## src/rtl/eau_pkg.sv

```systemverilog
package eau_pkg;
  localparam int AW = 16;
  localparam int DW = 8;

  typedef enum logic [3:0] {
    M_ZP   = 4'd0,  M_ZPX  = 4'd1,  M_ZPY  = 4'd2,  M_ABS  = 4'd3,
    M_ABSX = 4'd4,  M_ABSY = 4'd5,  M_INDX = 4'd6,  M_INDY = 4'd7,
    M_IND  = 4'd8,  M_REL  = 4'd9,  M_PUSH = 4'd10, M_PULL = 4'd11,
    M_VNMI = 4'd12, M_VRST = 4'd13, M_VIRQ = 4'd14, M_NONE = 4'd15
  } mode_e;

  localparam logic [DW-1:0] STACK_PAGE = 8'h01;
  localparam logic [AW-1:0] VEC_NMI    = 16'hFFFA;
  localparam logic [AW-1:0] VEC_RST    = 16'hFFFC;
  localparam logic [AW-1:0] VEC_IRQ    = 16'hFFFE;
endpackage

```

## src/rtl/eau_idx_add.sv

```systemverilog
// Adds an 8-bit index to a base address, either wrapping in the page
// or carrying into the high byte; optionally sign-extends the index.
module eau_idx_add #(
  parameter int AW = 16,
  parameter int DW = 8
) (
  input  logic [AW-1:0] base,
  input  logic [DW-1:0] idx,
  input  logic          wrap_page,
  input  logic          signed_idx,
  output logic [AW-1:0] sum,
  output logic          crossed
);
  localparam int HW = AW - DW;
  logic [AW-1:0] ext;
  logic [AW-1:0] full;
  logic [DW-1:0] low;

  always_comb begin
    ext     = signed_idx ? {{HW{idx[DW-1]}}, idx} : {{HW{1'b0}}, idx};
    full    = base + ext;
    low     = base[DW-1:0] + idx;
    sum     = wrap_page ? {base[AW-1:DW], low} : full;
    crossed = !wrap_page && (full[AW-1:DW] != base[AW-1:DW]);
  end
endmodule

```

## src/rtl/eau_cycle_calc.sv

```systemverilog
// Extra-cycle count from mode, crossing and store/branch qualifiers.
module eau_cycle_calc
  import eau_pkg::*;
(
  input  logic       valid,
  input  mode_e      mode,
  input  logic       crossed,
  input  logic       rmw_store,
  input  logic       br_taken,
  output logic [1:0] extra
);
  always_comb begin
    extra = 2'd0;
    if (valid) begin
      unique case (mode)
        M_ABSX, M_ABSY, M_INDY: extra = (rmw_store || crossed) ? 2'd1 : 2'd0;
        M_REL: begin
          if (br_taken) extra = crossed ? 2'd2 : 2'd1;
        end
        default: extra = 2'd0;
      endcase
    end
  end
endmodule

```

## src/rtl/eau_top.sv

```systemverilog
module eau_top
  import eau_pkg::*;
#(
  parameter bit REG_OUT = 1'b1
) (
  input  logic          clk,
  input  logic          rst,
  input  logic          in_valid,
  input  logic [3:0]    mode,
  input  logic          rmw_store,
  input  logic          br_taken,
  input  logic [DW-1:0] op_lo,
  input  logic [DW-1:0] op_hi,
  input  logic [DW-1:0] idx_x,
  input  logic [DW-1:0] idx_y,
  input  logic [DW-1:0] sp,
  input  logic [DW-1:0] ptr_lo,
  input  logic [DW-1:0] ptr_hi,
  input  logic [AW-1:0] next_pc,
  output logic          out_valid,
  output logic [AW-1:0] ptr_lo_addr,
  output logic [AW-1:0] ptr_hi_addr,
  output logic [AW-1:0] ea,
  output logic          page_cross,
  output logic [1:0]    extra_cyc,
  output logic [DW-1:0] sp_next
);
  localparam logic [DW-1:0] ZPAGE = '0;

  mode_e mode_c;
  assign mode_c = mode_e'(mode);

  // data-path adder selection
  logic [AW-1:0] d_base;
  logic [DW-1:0] d_idx;
  logic          d_wrap, d_signed;
  logic [AW-1:0] d_sum;
  logic          d_cross;

  always_comb begin
    d_base   = {op_hi, op_lo};
    d_idx    = '0;
    d_wrap   = 1'b0;
    d_signed = 1'b0;
    unique case (mode_c)
      M_ZP:   begin d_base = {ZPAGE, op_lo}; d_wrap = 1'b1; end
      M_ZPX:  begin d_base = {ZPAGE, op_lo}; d_idx = idx_x; d_wrap = 1'b1; end
      M_ZPY:  begin d_base = {ZPAGE, op_lo}; d_idx = idx_y; d_wrap = 1'b1; end
      M_ABSX: d_idx = idx_x;
      M_ABSY: d_idx = idx_y;
      M_INDY: begin d_base = {ptr_hi, ptr_lo}; d_idx = idx_y; end
      M_REL:  begin d_base = next_pc; d_idx = op_lo; d_signed = 1'b1; end
      default: ;
    endcase
  end

  eau_idx_add #(.AW(AW), .DW(DW)) u_data_add (
    .base(d_base), .idx(d_idx), .wrap_page(d_wrap), .signed_idx(d_signed),
    .sum(d_sum), .crossed(d_cross)
  );

  // zero-page pointer for the pre-indexed mode
  logic [AW-1:0] zp_ptr;
  logic          zp_ptr_cross;
  eau_idx_add #(.AW(AW), .DW(DW)) u_zp_ptr (
    .base({ZPAGE, op_lo}), .idx(idx_x), .wrap_page(1'b1), .signed_idx(1'b0),
    .sum(zp_ptr), .crossed(zp_ptr_cross)
  );

  // pointer low-byte address and use flag
  logic [AW-1:0] plo_c;
  logic          use_ptr;
  always_comb begin
    plo_c   = '0;
    use_ptr = 1'b1;
    unique case (mode_c)
      M_INDX: plo_c = zp_ptr;
      M_INDY: plo_c = {ZPAGE, op_lo};
      M_IND:  plo_c = {op_hi, op_lo};
      M_VNMI: plo_c = VEC_NMI;
      M_VRST: plo_c = VEC_RST;
      M_VIRQ: plo_c = VEC_IRQ;
      default: use_ptr = 1'b0;
    endcase
  end

  // high byte always follows inside the same page
  logic [AW-1:0] phi_sum;
  logic          phi_cross;
  eau_idx_add #(.AW(AW), .DW(DW)) u_ptr_next (
    .base(plo_c), .idx(8'd1), .wrap_page(1'b1), .signed_idx(1'b0),
    .sum(phi_sum), .crossed(phi_cross)
  );

  // final address, crossing and stack pointer
  logic          vld_c;
  logic [AW-1:0] ea_c, phi_c;
  logic          cross_c;
  logic [DW-1:0] spn_c;
  always_comb begin
    vld_c   = in_valid && (mode_c != M_NONE);
    phi_c   = use_ptr ? phi_sum : '0;
    ea_c    = d_sum;
    cross_c = d_cross;
    spn_c   = sp;
    unique case (mode_c)
      M_INDX, M_IND, M_VNMI, M_VRST, M_VIRQ: begin
        ea_c = {ptr_hi, ptr_lo}; cross_c = 1'b0;
      end
      M_PUSH: begin
        ea_c = {STACK_PAGE, sp}; spn_c = sp - 8'd1; cross_c = 1'b0;
      end
      M_PULL: begin
        spn_c = sp + 8'd1; ea_c = {STACK_PAGE, spn_c}; cross_c = 1'b0;
      end
      M_NONE: begin ea_c = '0; cross_c = 1'b0; end
      default: ;
    endcase
    if (!vld_c) cross_c = 1'b0;
  end

  logic [1:0] extra_c;
  eau_cycle_calc u_cyc (
    .valid(vld_c), .mode(mode_c), .crossed(cross_c),
    .rmw_store(rmw_store), .br_taken(br_taken), .extra(extra_c)
  );

  mode_e mode_q;

  generate
    if (REG_OUT) begin : g_reg
      always_ff @(posedge clk) begin
        if (rst) begin
          out_valid   <= 1'b0;
          ptr_lo_addr <= '0;
          ptr_hi_addr <= '0;
          ea          <= '0;
          page_cross  <= 1'b0;
          extra_cyc   <= 2'd0;
          sp_next     <= '0;
          mode_q      <= M_NONE;
        end else begin
          out_valid   <= vld_c;
          ptr_lo_addr <= plo_c;
          ptr_hi_addr <= phi_c;
          ea          <= ea_c;
          page_cross  <= cross_c;
          extra_cyc   <= extra_c;
          sp_next     <= spn_c;
          mode_q      <= mode_c;
        end
      end
    end else begin : g_comb
      always_comb begin
        out_valid   = vld_c;
        ptr_lo_addr = plo_c;
        ptr_hi_addr = phi_c;
        ea          = ea_c;
        page_cross  = cross_c;
        extra_cyc   = extra_c;
        sp_next     = spn_c;
        mode_q      = mode_c;
      end
    end
  endgenerate

endmodule

```

## config.mk

```make
export PLATFORM = sky130hd
export DESIGN_NAME = eau_top
export DESIGN_NICKNAME = d
export VERILOG_FILES = /design/src/rtl/eau_pkg.sv /design/src/rtl/eau_idx_add.sv /design/src/rtl/eau_cycle_calc.sv /design/src/rtl/eau_top.sv
export SDC_FILE = /design/constraint.sdc
export NUM_CORES = 1
export LEC_CHECK = 0
export CAP_MARGIN = 15
export CORE_ASPECT_RATIO = 0.7
export CORE_MARGIN = 3
export CORE_UTILIZATION = 45
export DETAILED_ROUTE_END_ITERATION = 10
export PLACE_DENSITY = 0.79
export SYNTH_ARGS = -nofsm -noshare
export SYNTH_HDL_FRONTEND = slang
export SYNTH_SLANG_ARGS = --single-unit
export TNS_END_PERCENT = 50
```

## constraint.sdc

```tcl
create_clock -name clk -period 8.9 [get_ports clk]
set_input_delay 1.78 -clock clk [delete_from_list [all_inputs] [get_ports clk]]
set_output_delay 1.78 -clock clk [all_outputs]
set_load 0.1 [all_outputs]
```

# Word level (Yosys, flattened, before mapping)
# Index checks and enable logic that the tools add are counted.
# totals
word_cells,61
regBits,60
input_bits,81
out_inout_bits,60
# op_classes
reduce_logical,14
add_sub_neg,6
bitwise_logic,2
n_eq_ne,16
n_mux,16
# op_table
cell,n
one-hot mux 16 bit (6 select lines),1
one-hot mux 16 bit (4 select lines),1
one-hot mux 16 bit (3 select lines),1
"equality test 4 bit, second input constant",8
two-way mux 16 bit,2
one-hot mux 8 bit (3 select lines),1
adder 16 bit,1
"adder 8 x 1 -> 8 bit, second input constant",2
adder 8 bit,2
"equality test 4 x 3 -> 1 bit, second input constant",4
one-hot mux 8 bit (2 select lines),1
OR reduction 3 bit,3
inequality test 8 bit,1
OR reduction 8 bit,1
"subtractor 8 x 1 -> 8 bit, second input constant",1
two-way mux 1 bit,6
OR reduction 2 bit,3
OR reduction 6 bit,1
OR reduction 5 bit,1
"equality test 4 x 1 -> 1 bit, second input constant",1
"equality test 4 x 2 -> 1 bit, second input constant",1
zero test 4 bit,1
two-way mux 2 bit,2
"inequality test 4 bit, second input constant",1
other kinds (5),7

# Logic depth before layout (Yosys ltp)
# Gate-level depths: netlist of the first run.
# logic_depth
depth_word,12
depth_mapped,21
ltp_nobuf,19

# Hierarchy
# Synthesis of the first run repeated with hierarchy kept, for this count alone.
# hier_totals
cells_unflattened,807
area_unflattened_um2,6002.0
# by_module_without_submodules
module,area_per_inst_um2,seq_area_each_um2,instances,cells_per_inst
eau_top,3494.6,1201.2,1,440
eau_idx_add (u_data_add ...),814.5,0.0,2,117
eau_idx_add (u_ptr_next),830.8,0.0,1,124
eau_cycle_calc,47.5,0.0,1,9

# Worst setup path after synthesis of the first run
# OpenSTA, ideal clock, no wires.
# synth_timing
path_kind,in2reg
start,input mode[2]
end,register extra_cyc[1]
path_buffers,3
t_required_ns,8.785
setup_time_ns,0.115
arrival_time_ns,5.820
path_slack_ns,2.965
path_stages,20
path_cell_list,buf_2 > buf_2 > clkinv_1 > nor3_1 > clkbuf_1 > a22oi_1 > nand2_1 > ha_1 > inv_1 > fa_1 > nor2b_1 > o2111ai_1 > a32oi_1 > o2111ai_1 > o211ai_1 > mux2i_1 > xnor2_1 > nor3_2 > a31oi_1 > and3_1
# synth_via
elab_chain_cells,12
elab_cells_between_ends,38
cone_classes,add/sub: 1; eq/ne: 16; mux: 10; bitwise: 1; reduce/logical: 10
# synth_rtl
element,line,source
start: declaration,eau_top.sv:9,"input logic [3:0] mode,"
equality test 4 x 2 -> 1 bit (tied with other cells),eau_top.sv:45,unique case (mode_c)
OR reduction 3 bit (no line) / OR reduction 2 bit (equally long branches),n/a,
one-hot mux 8 bit (3 select lines),eau_top.sv:45,
two-way mux 16 bit,eau_idx_add.sv:20,"ext = signed_idx ? {{HW{idx[DW-1]}}, idx} : {{HW{1'b0}}, idx};"
adder 16 bit,eau_idx_add.sv:21,full = base + ext;
inequality test 8 bit,eau_idx_add.sv:24,crossed = !wrap_page && (full[AW-1:DW] != base[AW-1:DW]);
logical AND 1 bit,eau_idx_add.sv:24,
two-way mux 1 bit,eau_top.sv:106,unique case (mode_c)
two-way mux 1 bit,eau_top.sv:119,if (!vld_c) cross_c = 1'b0;
two-way mux 2 bit (2 in a row),eau_cycle_calc.sv:18,if (br_taken) extra = crossed ? 2'd2 : 2'd1;
one-hot mux 2 bit (2 select lines),eau_cycle_calc.sv:15,unique case (mode)
end signal: assignment,eau_top.sv:148,extra_cyc <= extra_c;
end: declaration,eau_top.sv:25,"output logic [1:0] extra_cyc,"
# Several ways; a longest one is shown, not always the timed one.
# A chain may end at the register's enable or synchronous reset.

# Worst setup path in the final report of the first run
# layout_timing
start,input mode[0]
end,register extra_cyc[1]
# The elaborated chain is that of the path after synthesis.

==> results by stage, run 1 <==
Clock tree:
- The number of gates resized after cts is 0.
- The H-tree was split into 3 levels.
- In this run the clock root is driven by a sky130_fd_sc_hd__clkbuf_16.
- Clock-pin slew was measured on the worst setup and hold paths at 0.06 ns.
- The hold buffer count at CTS is 0.
- The number of buffers created by CTS is 9.
- The CTS tree is done.
- The clock sink total is 60.
- The number of buffers added for setup after CTS is 0.
- The maximum number of buffers from clock root to sink is 2.

Pwr:
- For this design the ratio of total power to cell area is 172.8 mW/mm².
- The leakage power summed over all cells is 2.449 nW.
- The peak supply drop is 0.00009614 V.

Cells and area:
- The finished layout holds 808 standard cells, fillers aside.
- The fraction of final layout cells with drive strength greater than 1 is 4.240%.
- The count of antenna diodes in the layout is 0.
- The relative area change from synthesis to final layout is 41.67%.
- Fill cells in the final layout number 785.
- At the end of the flow, the number of nets in the layout was 785.

Global route:
- The met1 track demand over resource is 41.57%.
- The via count of the first global-routing pass is 4638.
- The global routing stage identified its most utilized layer as met1.
- The global-route wire length before repair is 24210 µm.
- Global routing used 29.04% of the available tracks.
- Entering global routing, the biggest net connects 37 pins.
- The routing usage on met3 is 9.870%.
- The number of antenna violations at the first check in global routing is 0.
- The met2 usage in global routing is 40.78%.
- The sum of overflow across all layers after global routing is 0.

Die:
- The area of the die is 0.01072 mm².
- From bottom edge to top edge, the die measures 87.53 µm.
- The core region is 0.009144 mm².
- 141 I/O pins were placed.
- Once the floorplan was initialized, standard cells occupied 46.73% of the core.
- The floorplan has 29 rows.
- The x dimension of the die is 122.5 µm.

Drt:
- The wire length per cell is 19.12 µm.
- The first detailed-routing pass ran for 6 iterations.
- The total vias in the final route is 4900.
- In the routed layout, each cell is associated on average with a via count of 6.064.
- For this run, design rule violations remaining after detail routing come to 0.
- The violation count after the first detailed-route iteration is 712.
- The final layout contains routed wiring with a total length of 15450 µm.
- The detail route stage leaves a number of antenna-violating nets equal to 0.

Logic synthesis:
- Synthesis inferred 60 register bits.
- In the synthesized netlist the dominant register cell turns out to be sky130_fd_sc_hd__dfxtp_1.
- After technology mapping, the gate count stands at 556.
- Of the total synthesized cell area, the portion taken by XOR and XNOR cells is 7.584%.
- The simple-gate share of the synthesized area is 21.49%.
- Of the post-synthesis cell area, the part taken by muxes is 1.523%.
- The number of enable flip-flop cells after synthesis is 0.
- The share of flip-flops with an asynchronous set or reset is 0%.
- The Yosys step of the flow raised 0 warnings.
- The post-synth net total is 661.
- The sequential cell area fraction in the yosys report is 28.11%.
- Dividing the synthesized area by the synthesized cell count gives 7.685 µm².
- After synthesis, the largest family of logic cells by area is compound AO/OA/AOI/OAI gates.
- Of the total synthesized cell area, the portion taken by full adders, half adders and majority gates is 7.877%.
- The fraction of the mapped netlist area in compound gates is 27.73%.
- After synthesis the cells add up to 0.004273 mm².
- The number of different library cells used by synthesis comes to 67.

Hold path:
- The path class of the tightest hold or removal check is in2reg.

STA:
- The minimum clock period after layout is 7.339 ns.
- The fmax is 136.3 MHz.
- The max-slew violation total from the final report is 0.
- The number of hold-slack violations in the final timing report came to 0.
- For the pin with the worst max-slew slack, the measured transition is 1.018 ns.
- The count of final setup violators is 0.
- Setup repair after global routing left no endpoint under its margin.
- Adding up every negative setup slack in the final design gives 0 ns.
- In this run the tightest slew margin relative to its limit is 31.95%.
- The share of the cycle needed by the critical path after routing is 82.46%.

Critical path:
- The endpoint kind of the worst setup timing path is a flip-flop.
- Data on the critical path arrives at its endpoint at 7.57 ns.
- The worst setup path is launched from a primary input.
- Along the worst path, the maximum fanout reaches 28.
- The critical path start-end classification is in2reg.
- The data required time of the worst path is 9.13 ns.

Status:
- The flow ran to the end, and the final reports show no timing, DRC or antenna violations.

Placed design:
- Counting tap cells, the placed design contains a total of 793 instances.
- The HPWL after detailed placement is 11870 µm.
- Buffers placed on the I/O ports in this run total 140.
- At the end of routability-driven placement, the weighted congestion stood at 0.9669.

Flow run:
- The number of max-cap violations is 0.
-- cells by family (layout without fill, tap and decap cells) --
family          after synthesis  count (layout)
simple gates                199             199
fa+ha+maj                    26              26
buf+inv                      58             186
compound gates              170             170
xor+xnor                     37              37
mux                           6               6
flops                        60              60
-- cells in the mapped netlist (12+ instances only) --
master	count	area [µm²]
sky130_fd_sc_hd__nor3_1	12	60.06
sky130_fd_sc_hd__nor2_1	57	214.0
sky130_fd_sc_hd__ha_1	22	275.3
sky130_fd_sc_hd__xnor2_1	26	227.7
sky130_fd_sc_hd__a22oi_1	25	187.7
sky130_fd_sc_hd__nand2_1	69	259.0
sky130_fd_sc_hd__dfxtp_1	60	1201
sky130_fd_sc_hd__a21oi_1	46	230.2
sky130_fd_sc_hd__nand3_1	17	85.08
sky130_fd_sc_hd__o21ai_0	21	105.1
sky130_fd_sc_hd__inv_1	24	90.09
sky130_fd_sc_hd__clkbuf_1	22	82.58
sky130_fd_sc_hd__a222oi_1	12	120.1
-- cell usage in the layout, fill, tap and decap left out, types with 3 or more instances in the layout --
cell type                           n
sky130_fd_sc_hd__a211oi_1           4
sky130_fd_sc_hd__nor2b_1           11
sky130_fd_sc_hd__a22oi_1           25
sky130_fd_sc_hd__o21bai_1           3
sky130_fd_sc_hd__xor2_1            11
sky130_fd_sc_hd__o211ai_1           7
sky130_fd_sc_hd__nand4_1            3
sky130_fd_sc_hd__and3_1             8
sky130_fd_sc_hd__o21ai_0           21
sky130_fd_sc_hd__mux2i_1            5
sky130_fd_sc_hd__o22ai_1            5
sky130_fd_sc_hd__and2_1             4
sky130_fd_sc_hd__buf_4              5
sky130_fd_sc_hd__nand3_1           17
sky130_fd_sc_hd__a211o_1            3
sky130_fd_sc_hd__nor2_1            57
sky130_fd_sc_hd__xnor2_1           26
sky130_fd_sc_hd__a31oi_1            8
sky130_fd_sc_hd__dfxtp_1           60
sky130_fd_sc_hd__nand2_1           69
sky130_fd_sc_hd__o2111ai_1          4
sky130_fd_sc_hd__clkdlybuf4s50_1  140
sky130_fd_sc_hd__inv_1             24
sky130_fd_sc_hd__a21oi_1           46
sky130_fd_sc_hd__a21o_1             7
sky130_fd_sc_hd__clkbuf_16          9
sky130_fd_sc_hd__nand2b_1           5
sky130_fd_sc_hd__o21ai_1            3
sky130_fd_sc_hd__ha_1              22
sky130_fd_sc_hd__a222oi_1          12
sky130_fd_sc_hd__nor3_1            12
-- power breakdown --
part | switching, mW | leakage [nW] | internal, mW | total [mW]
clock | 0.122 | 0.156 | 0.251 | 0.373
combinational | 0.257 | 1.80 | 0.125 | 0.382
sequential | 0.00433 | 0.494 | 0.286 | 0.290
total | 0.384 | 2.45 | 0.662 | 1.05
-- per-stage QoR --
step | total power, mW | area (µm²) | hold WS [ns] | setup WS [ns] | utilization (%)
6_report | 1.046 | 6053 | 2.061 | 1.561 | 66.20
4_1_cts | 1.044 | 6053 | 2.054 | 1.760 | 66.20
3_5_place_dp | 0.6702 | 5737 | 2.400 | 1.443 | 62.74
2_1_floorplan | 0.5575 | 4273 | 1.920 | 2.965 | -
5_1_grt | 1.087 | 6053 | 2.086 | 1.051 | 66.20
3_3_place_gp | 0.6638 | 5737 | 2.406 | 1.761 | 62.74
-- registers in the layout, summed over array words and instances, names as in the netlist --
signal       flops
ea              16
extra_cyc        2
out_valid        1
page_cross       1
ptr_hi_addr     16
ptr_lo_addr     16
sp_next          8
-- critical path: stages --
cell,delay (ns)
sky130_fd_sc_hd__clkdlybuf4s50_1,1.14
sky130_fd_sc_hd__nor4bb_4,1.00
sky130_fd_sc_hd__a222oi_1,0.26
sky130_fd_sc_hd__inv_1,0.11
sky130_fd_sc_hd__ha_1,0.20
sky130_fd_sc_hd__inv_1,0.07
sky130_fd_sc_hd__fa_1,0.40
sky130_fd_sc_hd__nor2b_1,0.20
sky130_fd_sc_hd__o2111ai_1,0.17
sky130_fd_sc_hd__a32oi_1,0.58
sky130_fd_sc_hd__o2111ai_1,0.22
sky130_fd_sc_hd__o211ai_1,0.33
sky130_fd_sc_hd__mux2i_1,0.36
sky130_fd_sc_hd__xnor2_1,0.13
sky130_fd_sc_hd__nor3_2,0.27
sky130_fd_sc_hd__a31oi_1,0.13
sky130_fd_sc_hd__and3_1,0.19
-- final cells by class --
cell class	instances	area (µm²)	area share, %
Timing Repair Buffer	145	1439	23.77
Tap cell	124	155.1	2.563
Inverter	26	97.59	1.612
Sequential cell	60	1201	19.84
Clock inverter	4	73.82	1.220
Multi-Input combinational cell	438	2844	46.98
Clock buffer	11	242.7	4.010
-- worst paths after layout --
path	startpoint	end	slack [ns]	cells after the start
worst max-delay path	mode[0]	extra_cyc[1]	1.56	17
worst min-delay path	op_hi[0]	ptr_hi_addr[8]	2.06	3
-- metal layers --
metal | vias to the layer above | part of all wire [%]
met1 | 2255 | 43
met4 | 0 | 1.4
met2 | 354 | 42
li1 | 2266 | -
met5 | - | 0
met3 | 25 | 14
No activity file was read; power rests on OpenSTA's default activity.
==> run 2, diff against run 1 <==
clock period = 7.4 ns   (was 8.9 ns; I/O delays follow)
==> run 2 against run 1 <==
Compared with the run above:
- via count fell by 1.2%
- utilization is 0.51 points higher
- non-clock buffer count increased by 3
- clock-buffer cell count is 1 lower
- hold slack worse by 0.28 ns
- sequential share of layout area down 0.15 points
- first-iteration DRC count decreased by 11%
- cell count up 0.50%
- cell area rose by 0.76%
- critical endpoint unchanged
==> results by stage, run 2 (synthesized netlist as in run 1, its figures left out) <==
Cells and area:
- The final net count is 788 (was 785).
- The count of antenna diodes in the layout is 0 (unchanged).
- The number of filler instances in the final layout is 778 (was 785).
- The utilization after layout is 66.71% (was 66.20%).
- Most frequent cells in the layout: 140 x sky130_fd_sc_hd__clkdlybuf4s50_1, 69 x sky130_fd_sc_hd__nand2_1, 60 x sky130_fd_sc_hd__dfxtp_1 (unchanged).
- Leading registers by flop count: ea x16, ptr_hi_addr x16, ptr_lo_addr x16 (unchanged).
- The most frequent standard cell in the layout excluding fill and tap cells is sky130_fd_sc_hd__clkdlybuf4s50_1 (unchanged).
- The sequential cell area is 0.001201 mm² (unchanged).
- The area of the multi-input gates is 0.002844 mm² (unchanged).
- The relative area change from synthesis to final layout came to 42.75% (was 41.67%).
- The fraction of final layout cells with drive strength greater than 1 is 4.797% (was 4.240%).

Clock tree:
- The CTS tree is done (unchanged).
- The number of buffers created by CTS is 9 (unchanged).
- The root buffer selected by CTS is sky130_fd_sc_hd__clkbuf_16 (unchanged).
- The maximum number of buffers from clock root to sink is 2 (unchanged).
- The number of buffers added for setup after CTS is 0 (unchanged).
- The hold buffer count at CTS is 0 (unchanged).
- The total number of H-tree levels is 3 (unchanged).
- The number of gates resized after cts came to 0 (unchanged).
- The clock sink total is 60 (unchanged).
- The CTS clock-pin slew for the worst setup and hold paths was 0.05 ns (was 0.06 ns).

Critical path:
- The critical path start-end classification was in2reg (unchanged).
- The endpoint kind of the worst setup timing path is a flip-flop (unchanged).
- The critical-path maximum fanout is 15 (was 28).
- The category of the worst setup path launch point is a primary input (unchanged).
- The endpoint arrival time on the critical path came to 6.62 ns (was 7.57 ns).
- The start point of the critical path is mode[0] (unchanged).
- The data required time of the worst path is 7.63 ns (was 9.13 ns).

Flow run:
- The number of max-cap violations is 0 (unchanged).

STA:
- The fmax is 156.5 MHz.
- The total negative setup slack is 0 ns (unchanged).
- The max-slew violation total from the final report is 0 (unchanged).
- The setup slack of the critical path after layout came to 1.009 ns (was 1.561 ns).
- The worst path uses 86.36% of the clock period.
- The count of final setup violators was 0 (unchanged).
- The number of hold-slack violations in the final timing report is 0 (unchanged).
- The normalized max-slew margin came to 32.27% (was 31.95%).
- The actual transition at the worst max-transition pin is 1.013 ns (was 1.018 ns).
- The minimum clock period after layout is 6.391 ns.
- Setup repair after global routing missed its margin: no (unchanged).

Drt:
- The total vias in the final route is 4839 (was 4900).
- The per-cell via count in the routed design is 5.959 (was 6.064).
- The violation count after the first detailed-route iteration is 637 (was 712).
- The wire length per cell is 18.85 µm (was 19.12 µm).
- The count of TritonRoute iterations in the first routing pass came to 7 (was 6).
- The detailed-route wire length is 15310 µm (was 15450 µm).
- The count of unresolved DRC violations after routing came to 0 (unchanged).
- The post-route antenna net violation count came to 0 (unchanged).

Die:
- The I/O pin count is 141 (unchanged).
- The initial standard-cell utilization of the core came to 46.73% (unchanged).
- The area of the die is 0.01072 mm² (unchanged).
- The x dimension of the die came to 122.5 µm (unchanged).
- The total number of placement rows is 29 (unchanged).
- The height of the chip is 87.53 µm (unchanged).
- The core outline area came to 0.009144 mm² (unchanged).

Placed design:
- The weighted congestion reported at the end of routability-driven placement is 0.9667 (was 0.9669).
- The worst setup slack after placement is 0.8110 ns (was 1.443 ns).
- The detailed placer's ending HPWL is 11780 µm (was 11870 µm).
- The number of port buffers came to 140 (unchanged).

Global route:
- The total global-route track usage is 28.64% (was 29.04%).
- The sum of overflow across all layers after global routing is 0 (unchanged).
- The largest net degree at the start of global routing is 37 (unchanged).
- The via count of the first global-routing pass is 4575 (was 4638).
- The global-route wire length before repair is 23950 µm (was 24210 µm).
- The number of antenna violations at the first check in global routing is 0 (unchanged).

Hold path:
- The critical hold path startpoint is ptr_lo[1] (was op_hi[0]).
- The capture endpoint of the worst hold path is ea[1] (was ptr_hi_addr[8]).
- The type of the most critical hold path is in2reg (unchanged).
- The number of cells on the worst hold path was 3 (unchanged).

Pwr:
- The leakage power summed over all cells was 2.471 nW (was 2.449 nW).
- The power density over the cells was 211.6 mW/mm² (was 172.8 mW/mm²).
- The peak supply drop is 0.0001243 V (was 0.00009614 V).
- The overall power of the completed layout was 1.290 mW (was 1.046 mW).

Status:
- Status: completed (unchanged).
## run 2: cell types whose count changed in the layout (fill, tap and decap cells not counted), sizes merged
cell	before	now
clkinv	3	2
bufinv	2	3
inv	25	26
clkbuf	11	10
clkinvlp	0	1
buf	5	8
## run 2: area by class of cell
| class | count | area share, % |
|---|---|---|
| multi-input combinational | 438 | 46.63 |
| sequential | 60 | 19.69 |
| clock buffer | 10 | 3.754 |
| inverter | 26 | 1.600 |
| timing repair buffer | 148 | 23.96 |
| clock inverter | 6 | 1.826 |
| tap | 124 | 2.544 |
## run 2: worst max-delay path, stage by stage
cell and delay, ns:
sky130_fd_sc_hd__clkdlybuf4s50_1 0.70, sky130_fd_sc_hd__nand2b_1 0.38, sky130_fd_sc_hd__nor2_1 0.13, sky130_fd_sc_hd__a21oi_1 0.05, sky130_fd_sc_hd__nor2_1 0.48, sky130_fd_sc_hd__a222oi_1 0.18, sky130_fd_sc_hd__inv_1 0.11, sky130_fd_sc_hd__ha_1 0.20
sky130_fd_sc_hd__inv_1 0.06, sky130_fd_sc_hd__fa_1 0.41, sky130_fd_sc_hd__nor2b_1 0.22, sky130_fd_sc_hd__o2111ai_1 0.17, sky130_fd_sc_hd__a32oi_1 0.53, sky130_fd_sc_hd__o2111ai_1 0.20, sky130_fd_sc_hd__o211ai_1 0.33, sky130_fd_sc_hd__mux2i_1 0.35
sky130_fd_sc_hd__xnor2_1 0.11, sky130_fd_sc_hd__nor3_2 0.20, sky130_fd_sc_hd__a31oi_1 0.12, sky130_fd_sc_hd__and3_1 0.19
## run 2: worst max path at each step
stage / endpoint / slack (ns)
after floorplan: extra_cyc[1] / 1.76
after CTS: extra_cyc[1] / 1.10
after global placement: extra_cyc[1] / 0.97
after detailed placement: extra_cyc[1] / 0.81
after global routing: extra_cyc[1] / 0.51
final: extra_cyc[1] / 1.01
## run 2: metrics by stage
stage / cell area [µm²] / cells / hold slack (ns)
final: 6100 / 812 / 1.777
after global routing: 6100 / 812 / 1.788
after CTS: 6100 / 812 / 1.771
after detailed placement: 5759 / 796 / 2.116
after global placement: 5759 / 796 / 2.112
after floorplan: 4273 / 556 / 1.620
## run 2: metal layers
| layer | track usage (%) | wire length (µm) |
|---|---|---|
| met5 | 0 | 0 |
| met4 | 9.045 | 230 |
| met3 | 7.662 | 1944 |
| met2 | 40.58 | 6461 |
| met1 | 42.08 | 6673 |
## run 2: report_power, final
part	total, mW	switching [mW]	internal, mW
Combinational	0.459	0.307	0.152
Clock	0.483	0.153	0.329
Sequential	0.349	0.00536	0.344
==> run 3, diff against run 2 <==
clock period = 6.6 ns   (was 7.4 ns; I/O delays follow)
==> run 3 against run 2 <==
Compared with the run above:
- clock power fell by 3%
- power grew 6.5%
- hold slack got worse by 0.16 ns
- highest routed layer unchanged
==> results by stage, run 3 (synthesized netlist as in run 1, its figures left out) <==
Drt:
- The count of TritonRoute iterations in the first routing pass came to 6 (was 7).
- The wire length per cell is 19.00 µm (was 18.85 µm).
- The violation count after the first detailed-route iteration is 575 (was 637).
- The post-route antenna net violation count is 0 (unchanged).
- The total vias in the final route came to 4919 (was 4839).
- The per-cell via count in the routed design was 6.013 (was 5.959).
- The detailed-route wire length is 15550 µm (was 15310 µm).
- The count of unresolved DRC violations after routing is 0 (unchanged).

Placed design:
- The placed instance count is 802 (was 796).
- The number of port buffers is 140 (unchanged).
- The detailed placer's ending HPWL is 12180 µm (was 11780 µm).
- The weighted congestion reported at the end of routability-driven placement is 0.9363 (was 0.9667).

Clock tree:
- The number of buffers created by CTS is 9 (unchanged).
- The number of buffers added for setup after CTS is 0 (unchanged).
- The total number of H-tree levels is 3 (unchanged).
- The clock sink total was 60 (unchanged).
- The maximum number of buffers from clock root to sink is 2 (unchanged).
- The root buffer selected by CTS is sky130_fd_sc_hd__clkbuf_16 (unchanged).
- The hold buffer count at CTS came to 0 (unchanged).
- The CTS tree is done (unchanged).
- The CTS clock-pin slew for the worst setup and hold paths came to 0.06 ns (was 0.05 ns).
- The number of gates resized after cts is 0 (unchanged).

STA:
- Setup repair after global routing missed its margin: no (unchanged).
- The share of the cycle needed by the critical path after routing is 87.68%.
- The count of final setup violators is 0 (unchanged).
- The total negative setup slack was 0 ns (unchanged).
- The worst hold slack across all endpoints came to 1.617 ns (was 1.777 ns).
- The actual transition at the worst max-transition pin is 1.021 ns (was 1.013 ns).
- The number of hold-slack violations in the final timing report is 0 (unchanged).
- After layout, the minimum clock period comes to 5.787 ns.
- The normalized max-slew margin was 31.72% (was 32.27%).
- The max-slew violation total from the final report came to 0 (unchanged).
- The fmax is 172.8 MHz.

Cells and area:
- Leading registers by flop count: ea x16, ptr_hi_addr x16, ptr_lo_addr x16 (unchanged).
- The area of the multi-input gates came to 0.002844 mm² (unchanged).
- The count of placed standard cells in the final layout, fillers left out is 818 (was 812).
- The fraction of final layout cells with drive strength greater than 1 came to 5.764% (was 4.797%).
- Most frequent cells in the layout: 140 x sky130_fd_sc_hd__clkdlybuf4s50_1, 69 x sky130_fd_sc_hd__nand2_1, 60 x sky130_fd_sc_hd__dfxtp_1 (unchanged).
- The sequential cell area is 0.001201 mm² (unchanged).
- The final net count was 794 (was 788).
- The number of filler instances in the final layout came to 782 (was 778).
- The most frequent standard cell in the layout excluding fill and tap cells was sky130_fd_sc_hd__clkdlybuf4s50_1 (unchanged).
- The count of antenna diodes in the layout came to 0 (unchanged).
- The relative area change from synthesis to final layout is 42.87% (was 42.75%).

Die:
- The core outline area came to 0.009144 mm² (unchanged).
- The total number of placement rows came to 29 (unchanged).
- The area of the die was 0.01072 mm² (unchanged).
- The initial standard-cell utilization of the core is 46.73% (unchanged).
- The I/O pin count is 141 (unchanged).
- The x dimension of the die is 122.5 µm (unchanged).
- The height of the chip came to 87.53 µm (unchanged).

Global route:
- The number of antenna violations at the first check in global routing came to 0 (unchanged).
- The largest net degree at the start of global routing is 37 (unchanged).
- The total global-route track usage is 28.68% (was 28.64%).
- The global-route wire length before repair is 23850 µm (was 23950 µm).
- The sum of overflow across all layers after global routing was 0 (unchanged).
- The via count of the first global-routing pass is 4542 (was 4575).

Critical path:
- The worst setup path endpoint was extra_cyc[1] (unchanged).
- The category of the worst setup path launch point is a primary input (unchanged).
- The cell at the slowest stage of the critical path is sky130_fd_sc_hd__nor2_1 (was sky130_fd_sc_hd__clkdlybuf4s50_1).
- Cell chain of the critical path: clkdlybuf4s50_1 > nand2b_1 > nor2_1 > a21oi_1 > nor2_1 > a222oi_1 > inv_1 > ha_1 > inv_1 > fa_1 > nor2b_1 > o2111ai_1 > a32oi_1 > buf_4 > o2111ai_1 > o211ai_1 > mux2i_1 > xnor2_1 > nor3_2 > a31oi_1 > and3_1 (was clkdlybuf4s50_1 > nand2b_1 > nor2_1 > a21oi_1 > nor2_1 > a222oi_1 > inv_1 > ha_1 > inv_1 > fa_1 > nor2b_1 > o2111ai_1 > a32oi_1 > o2111ai_1 > o211ai_1 > mux2i_1 > xnor2_1 > nor3_2 > a31oi_1 > and3_1).
- The critical path start-end classification is in2reg (unchanged).
- The endpoint kind of the worst setup timing path is a flip-flop (unchanged).
- The critical-path maximum fanout is 8 (was 15).
- The critical path's top delay family is simple AND/OR/NAND/NOR gates (unchanged).
- The data required time of the worst path is 6.83 ns (was 7.63 ns).
- The sum of buffers and inverters on the critical path came to 4 (was 3).
- The endpoint arrival time on the critical path was 6.01 ns (was 6.62 ns).
- The start point of the critical path is mode[0] (unchanged).
- The maximum single-stage delay on the critical path was 0.59 ns (was 0.70 ns).
- The instance count on the critical path is 21 (was 20).

Flow run:
- The number of max-cap violations is 0 (unchanged).

Pwr:
- The leakage power summed over all cells is 2.477 nW (was 2.471 nW).
- The overall power of the completed layout came to 1.374 mW (was 1.290 mW).
- The peak supply drop came to 0.0001293 V (was 0.0001243 V).
- The power density over the cells is 225.1 mW/mm² (was 211.6 mW/mm²).

Hold path:
- The type of the most critical hold path was in2reg (unchanged).
- The number of cells on the worst hold path was 3 (unchanged).

Status:
- Status: completed (unchanged).
==> run 3: cell types whose count changed in the layout (fill, tap and decap cells not counted) <==
cell / change
sky130_fd_sc_hd__clkinvlp_4: +2
sky130_fd_sc_hd__clkinv_4: +1
sky130_fd_sc_hd__clkbuf_1: -1
sky130_fd_sc_hd__bufinv_16: -2
sky130_fd_sc_hd__buf_4: +6
==> run 3: how the worst min path moves through the flow <==
| stage | start | to | slack [ns] |
|---|---|---|---|
| 6_report | op_hi[3] | ptr_lo_addr[11] | 1.62 |
| 2_1_floorplan | ptr_lo[1] | ea[1] | 1.46 |
| 5_1_grt | op_hi[3] | ptr_lo_addr[11] | 1.62 |
| 3_5_place_dp | ptr_lo[1] | ea[1] | 1.94 |
| 4_1_cts | op_hi[3] | ptr_lo_addr[11] | 1.60 |
| 3_3_place_gp | ptr_lo[1] | ea[1] | 1.95 |
==> run 3: layer usage <==
layer / vias to the layer above / wire, µm / GRT usage, %
met3: 28 / 1966 / 7.532
met5: - / 0 / 0
met4: 0 / 230 / 8.333
li1: 2293 / - / -
met2: 322 / 6332 / 40.78
met1: 2276 / 7016 / 42.33
==> run 3: report_power, final <==
group | leakage (nW) | total [mW] | internal, mW | switching [mW]
clock network | 0.138 | 0.467 | 0.293 | 0.174
registers | 0.494 | 0.391 | 0.385 | 0.00602
logic | 1.84 | 0.517 | 0.172 | 0.344
total | 2.48 | 1.37 | 0.850 | 0.524
==> run 3: metrics by stage <==
step / cell area (µm²) / setup slack, ns / util, %
floorplan: 4273 / 1.125 / -
detailed placement: 5804 / 0.5959 / 63.48
CTS: 6105 / 0.9294 / 66.76
finish: 6105 / 0.8128 / 66.76
global placement: 5804 / 0.7403 / 63.48
global route: 6105 / 0.4717 / 66.76
==> run 3: cell type report <==
class	instances	share of cell area [%]
sequential	60	19.68
timing repair buffer	154	24.68
inverter	26	1.599
clock buffer	9	3.689
tap	124	2.542
clock inverter	7	1.230
multi-input combinational	438	46.59
